[src/rtl/smm_entry_seq.sv]
module smm_entry_seq #(
  parameter int unsigned DW     = 32,
  parameter int unsigned OW     = 16,
  parameter logic [15:0] TOP_OFS = 16'hFFFC
) (
  input  logic          clk,
  input  logic          rst_n,
  input  logic          smi_req,
  input  logic          exit_i,
  input  logic [31:0]   smm_base,
  input  logic [31:0]   cur_cr0,
  input  logic [31:0]   cur_cr3,
  input  logic [31:0]   cur_eflags,
  input  logic [31:0]   cur_eip,
  input  logic [31:0]   cur_edi,
  input  logic [31:0]   cur_esi,
  input  logic [31:0]   cur_ebp,
  input  logic [31:0]   cur_esp,
  input  logic [31:0]   cur_ebx,
  input  logic [31:0]   cur_edx,
  input  logic [31:0]   cur_ecx,
  input  logic [31:0]   cur_eax,
  output logic          smiact_n,
  output logic          wr_valid,
  input  logic          wr_ready,
  output logic [31:0]   wr_addr,
  output logic [31:0]   wr_data,
  output logic [3:0]    wr_be,
  output logic          load_stb,
  output logic [31:0]   new_cr0,
  output logic [31:0]   new_eflags,
  output logic [31:0]   new_eip,
  output logic [31:0]   new_dr7,
  output logic [31:0]   new_cs,
  output logic [31:0]   new_dseg,
  output logic          done
);

  localparam int unsigned NSLOT = 12;
  localparam int unsigned IW    = $clog2(NSLOT);
  localparam logic [DW-1:0] CR0_CLR = 32'h8000_000D;

  typedef enum logic [1:0] {S_IDLE, S_SAVE, S_LOAD, S_HELD} st_t;

  st_t             st;
  logic [IW-1:0]   idx;
  logic [DW-1:0]   snap [NSLOT];
  logic [DW-1:0]   cur  [NSLOT];
  logic [OW-1:0]   ofs;
  logic            accept, fire;

  always_comb begin
    cur[0]  = cur_cr0;  cur[1]  = cur_cr3;  cur[2]  = cur_eflags; cur[3]  = cur_eip;
    cur[4]  = cur_edi;  cur[5]  = cur_esi;  cur[6]  = cur_ebp;    cur[7]  = cur_esp;
    cur[8]  = cur_ebx;  cur[9]  = cur_edx;  cur[10] = cur_ecx;    cur[11] = cur_eax;
  end

  assign accept   = (st == S_IDLE) && smi_req;
  assign wr_valid = (st == S_SAVE);
  assign fire     = wr_valid && wr_ready;
  assign ofs      = TOP_OFS - OW'({idx, 2'b00});
  assign wr_addr  = smm_base + 32'(ofs);
  assign wr_data  = snap[idx];
  assign wr_be    = 4'b1111;

  assign load_stb   = (st == S_LOAD);
  assign new_cr0    = snap[0] & ~CR0_CLR;
  assign new_eflags = 32'h0000_0002;
  assign new_dr7    = 32'h0000_0400;
  assign new_eip    = 32'h0000_8000;
  assign new_cs     = 32'h0003_0000;
  assign new_dseg   = 32'h0;

  always_ff @(posedge clk) begin
    if (accept)
      for (int i = 0; i < NSLOT; i++) snap[i] <= cur[i];
  end

  always_ff @(posedge clk) begin
    if (!rst_n) begin
      st       <= S_IDLE;
      idx      <= '0;
      smiact_n <= 1'b1;
      done     <= 1'b0;
    end else begin
      case (st)
        S_IDLE: if (accept) begin
          st       <= S_SAVE;
          idx      <= '0;
          smiact_n <= 1'b0;
        end
        S_SAVE: if (fire) begin
          if (idx == IW'(NSLOT - 1)) st <= S_LOAD;
          else idx <= idx + 1'b1;
        end
        S_LOAD: begin
          st   <= S_HELD;
          done <= 1'b1;
        end
        S_HELD: begin
          if (!smi_req) done <= 1'b0;
          if (exit_i) begin
            st       <= S_IDLE;
            smiact_n <= 1'b1;
            done     <= 1'b0;
          end
        end
        default: st <= S_IDLE;
      endcase
    end
  end

  p_stall_hold_r5: assert property (@(posedge clk) disable iff (!rst_n)
    wr_valid && !wr_ready |=> wr_valid && $stable(wr_addr) && $stable(wr_data));

  p_word_align_r5: assert property (@(posedge clk) disable iff (!rst_n)
    wr_valid |-> wr_addr[1:0] == smm_base[1:0] && wr_be == 4'b1111);

  p_load_after_store_r6: assert property (@(posedge clk) disable iff (!rst_n)
    load_stb |-> $past(wr_valid && wr_ready));

  p_load_one_shot_r6: assert property (@(posedge clk) disable iff (!rst_n)
    load_stb |=> !load_stb);

  p_done_in_mode_r8: assert property (@(posedge clk) disable iff (!rst_n)
    done |-> !smiact_n);

  p_ack_before_store_r2: assert property (@(posedge clk) disable iff (!rst_n)
    wr_valid |-> !smiact_n);

  p_ack_held_r10: assert property (@(posedge clk) disable iff (!rst_n)
    !smiact_n && !done && !exit_i |=> !smiact_n);

endmodule

[config.mk]
export PLATFORM = sky130hd
export DESIGN_NAME = smm_entry_seq
export DESIGN_NICKNAME = d
export VERILOG_FILES = /design/src/rtl/smm_entry_seq.sv
export SDC_FILE = /design/constraint.sdc
export NUM_CORES = 1
export LEC_CHECK = 0
export BUFFER_PORTS_ARGS = -buffer_cell sky130_fd_sc_hd__buf_2
export CAP_MARGIN = 20
export CORE_AREA = 2 2 269 271
export DETAILED_ROUTE_END_ITERATION = 8
export DIE_AREA = 0 0 271 273
export PLACE_DENSITY = 0.5
export SETUP_SLACK_MARGIN = 0.2
export SLEW_MARGIN = 10
export SYNTH_ARGS = -nofsm -noshare
export SYNTH_HDL_FRONTEND = slang
export SYNTH_SLANG_ARGS = --single-unit
[constraint.sdc]
create_clock -name clk -period 11.05 [get_ports clk]
set_clock_uncertainty 0.05 [all_clocks]
set_input_delay 0.5525 -clock clk [delete_from_list [all_inputs] [get_ports clk]]
set_output_delay 0.5525 -clock clk [all_outputs]
set_load 0.005 [all_outputs]
== After elaboration in Yosys (flattened, before gate mapping) ==
Memory sizes are Yosys's and may differ from the RTL's. A register that Yosys moved wholly into a read port is not among the register bits.
Index checks and enable logic that the tools add are counted.
Cells by class
  $add $sub $neg: 3
  equality and inequality tests: 10
  multiplexer cells: 19
  reduce and logical (&&, ||, !) cells: 10
Operator list (number)
  32-bit by 16-bit adder with 32-bit output: 1
  4-bit 2-to-1 mux: 5
  2-bit 2-to-1 mux: 4
  2-bit one-hot mux with 4 select lines: 1
  4-bit one-hot mux with 2 select lines: 1
  4-bit AND reduction: 2
  3-bit by 7-bit subtractor with 8-bit output (first input constant): 1
  1-bit 2-to-1 mux: 6
  2-bit inequality test (second input constant): 3
  2-bit nonzero test: 3
  4-bit by 1-bit adder with 4-bit output (second input constant): 1
  2-bit equality test (second input constant): 2
  4-bit equality test (second input constant): 1
  2-bit by 1-bit inequality test with 1-bit output (second input constant): 2
  1-bit one-hot mux with 2 select lines: 2
  3-bit inequality test (second input constant): 1
  3-bit AND reduction: 1
  2-bit by 1-bit equality test with 1-bit output (second input constant): 1
  1-bit logical AND: 2
  2-bit logical NOT: 1
  2-bit AND reduction: 1
Word-level totals
  flip-flop bits (word level): 8
  memory bits (writable): 384
  logic and storage cells: 47
  memories kept: 1
Memory list
  snap: depth 12, width 32, read ports 2, clocked after Yosys merged registers in 1, wr ports 12, RTL line 47  | logic [DW-1:0] snap [NSLOT];

== Logic depth before layout (Yosys ltp) ==
  word-level depth: 6
  mapped depth: 8
  gate-level depth less buffers: 7

== Least setup slack after synthesis ==
Ideal clock, no wire load.
  kind: register to register
  start point: register st[0]
  end point: register (tool-made name)
  arrival time: 8.884 ns
  required time: 10.872 ns
  slack: 1.988 ns
  cell stages (with the launch flop): 7
  path buffers: 0
  clock period less this slack: 9.062 ns
  cells stage by stage: dfxtp_1 -> inv_1 -> ha_1 -> nand2_1 -> inv_1 -> a21oi_1 -> o21a_1
RTL lines
  start, declared: RTL line 45  | st_t st;
  start signal, assigned: RTL line 81  | st <= S_IDLE;
  start signal, assigned: RTL line 88  | st <= S_SAVE;
  start signal, assigned: RTL line 93  | if (idx == IW'(NSLOT - 1)) st <= S_LOAD;

==> metrics.txt <==
outcome=finished clean; vias per std cell=4.084; final net count=1898; IO Count=685; Worst-path clk slew=60 ps; hold crit path type=input port to register; GRT overflow=0; P_sw=1358 uW; port bufs=512; Netlist Area Pre-Place=17030 um^2; Synth area leader=edfxtp_1; DP HPWL=36220 um; maxcap violations=0; most frequent cells after synthesis=edfxtp_1, buf_4, mux2i_1, mux4_2; Final period util=39.71%; Clk network pwr share=33.4%; leakage=0.008126 uW; Combinational Power Share=19.9%; FFs w/ async S/R, synth=0%; die width=271 um; CTS tree=done; final setup fails=0; # hold bufs at CTS=0; clock buffer depth=3; die footprint=73980 um^2; layout cells sized above 1=45.17%; vias in the first global route=10460; worst path required time=10450 ps; total wire length=50660 um; post-CTS setup repair buffer count=0; final core utilization=30.30%; gr usage total=13.05%; die height=273 um; antenna viol nets, final=0; area delta synth->final=26.31%; Post-synth EDFFs=384; Pwr Density=223.9 nW/um^2; TritonCTS buffer count=47; DR WL/cell=20.63 um; root buffer cell=clkbuf_16; Syn Inst Count=962; Worst Tran Pin Value=985.3 ps; total number of vias=10030; first-pass GRT wire length=70020 um; largest net degree at the start of global routing=98; # rows=98; initial DRC count=487; Int Pwr=3460 uW; post-cts resize count=0; CP startpoint kind=register; Worst-Skew Late Latency=560 ps; #FFs+latches synth=396; largest cells by area after synthesis=edfxtp_1, buf_4, mux4_2; Layout fillers=7075; top_reg_cell synth=edfxtp_1; Crit Path Max Fanout=47; min cycle time layout=4388 ps; Hold Fails Final Rpt=0; starting density of the core=23.99%; H-tree depth=2; syn avg cell area=17.71 um^2; worst rel slew slack=34.31%; crit end category=primary output; RSZ-0062 raised after global routing=no; clock sinks=396; Seq/Total Area, Yosys=69.11%; Yosys cell types=46; Core Area=71000 um^2; final slew viol count=0; critical path type=register to primary output; r2r worst-path depth=6; synthesis warning total=0; final setup TNS=0 ps; critical path arrival=3790 ps; Reg-to-Reg End=snap[4][0]; sequential share of power=46.7%; maximum clock rate=0.2279 GHz; Max rail drop VDD=0.1282 mV; Synth top area share=67.70%; First-pass DRT Iterations=4; end of the critical path=wr_data[19]; reg2reg start=st[0]; RD Place Congestion=0.8303; initial antenna violation count=20; R2R setup slack=7460 ps; most frequent cell after synthesis=edfxtp_1; switching share of power=28.19%; Post-route DRC=0
[how the worst min path moves through the flow]
stage           startpoint           to  slack, ps  depth (start not counted)
6_report        cur_ebp[7]   snap[6][7]        100                          1
5_1_grt        cur_esp[11]  snap[7][11]         50                          1
4_1_cts         cur_ecx[1]  snap[10][1]         50                          1
3_5_place_dp          done         done        450                          2
3_3_place_gp          done         done        440                          2
2_1_floorplan         done         done        440                          2
[kinds of logic after synthesis]
| logic type | after synthesis | synth area share (%) |
|---|---|---|
| AOI/OAI and AO/OA | 106 | 4.863 |
| xor gates and xnor gates | 26 | 1.337 |
| adders and majority gates | 10 | 0.7787 |
| buffers and inverters | 248 | 10.07 |
| DFF | 396 | 69.11 |
| muxes | 129 | 12.28 |
| other | 2 | 0.04409 |
| and+or+nand+nor | 45 | 1.513 |
[area by class of cell]
| type | count | area (um^2) | area share (%) |
|---|---|---|---|
| clock buffers | 57 | 1256 | 5.839 |
| well taps | 950 | 1189 | 5.525 |
| diodes | 5 | 12.51 | 0.05816 |
| flip-flops and latches | 396 | 11780 | 54.75 |
| repair buffers | 527 | 2695 | 12.53 |
| inverters | 11 | 48.80 | 0.2268 |
| clock inverters | 26 | 345.3 | 1.605 |
| multi-input cells | 484 | 4189 | 19.47 |
[power groups by stage]
stage	clock (uW)	sequential, uW	combinational [uW]
5_1_grt	1720	2280	1060
4_1_cts	1670	2260	979
6_report	1610	2250	957
3_3_place_gp	0	2280	959
3_5_place_dp	0	2290	976
2_1_floorplan	0	2410	600
[cells in the final DEF (no fill, tap or decap), drive strengths merged, types with 7 or more instances in the layout]
master,netlist,final
a21oi,9,9
a22oi,32,32
buf,214,527
bufinv,0,7
clkbuf,23,57
clkinv,0,12
conb,2,168
dfxtp,12,12
edfxtp,384,384
ha,9,9
inv,11,13
mux2i,65,65
mux4,64,64
nor2,10,10
o211ai,8,8
o21ai,11,11
o221ai,32,32
xnor2,18,18
xor2,8,8
[state kept, by name, summed over array words and instances (netlist names), named ones only]
signal	count
st	2
done	1
snap	384
smiact_n	1
idx	4
[routing by layer]
layer	up-vias	track usage (%)	share of wire, %
met5	-	0	0.40
li1	4458	-	-
met3	100	4.481	8.3
met1	4954	14.45	37
met2	485	23.66	53
met4	34	3.664	2.1
[worst max-delay path: stages (launching register included)]
cell and delay [ps]:
dfxtp_4 530, buf_4 770, buf_4 620, mux4_2 580
a22oi_1 200, o221ai_1 220, buf_2 210
[metrics by stage]
step                power, uW  area (um^2)  hold slack [ps]  instances  setup slack, ps
floorplan                3006        17660            435.3       1128             1988
global placement         3239        19870            442.2       2366             7128
detailed placement       3269        19870            448.3       2366             7121
CTS                      4908        21470            46.12       2449             6489
global route             5057        21510            50.44       2453             6361
finish                   4818        21510            96.75       2456             6662
Note: power is estimated with default switching activity, not from simulation.
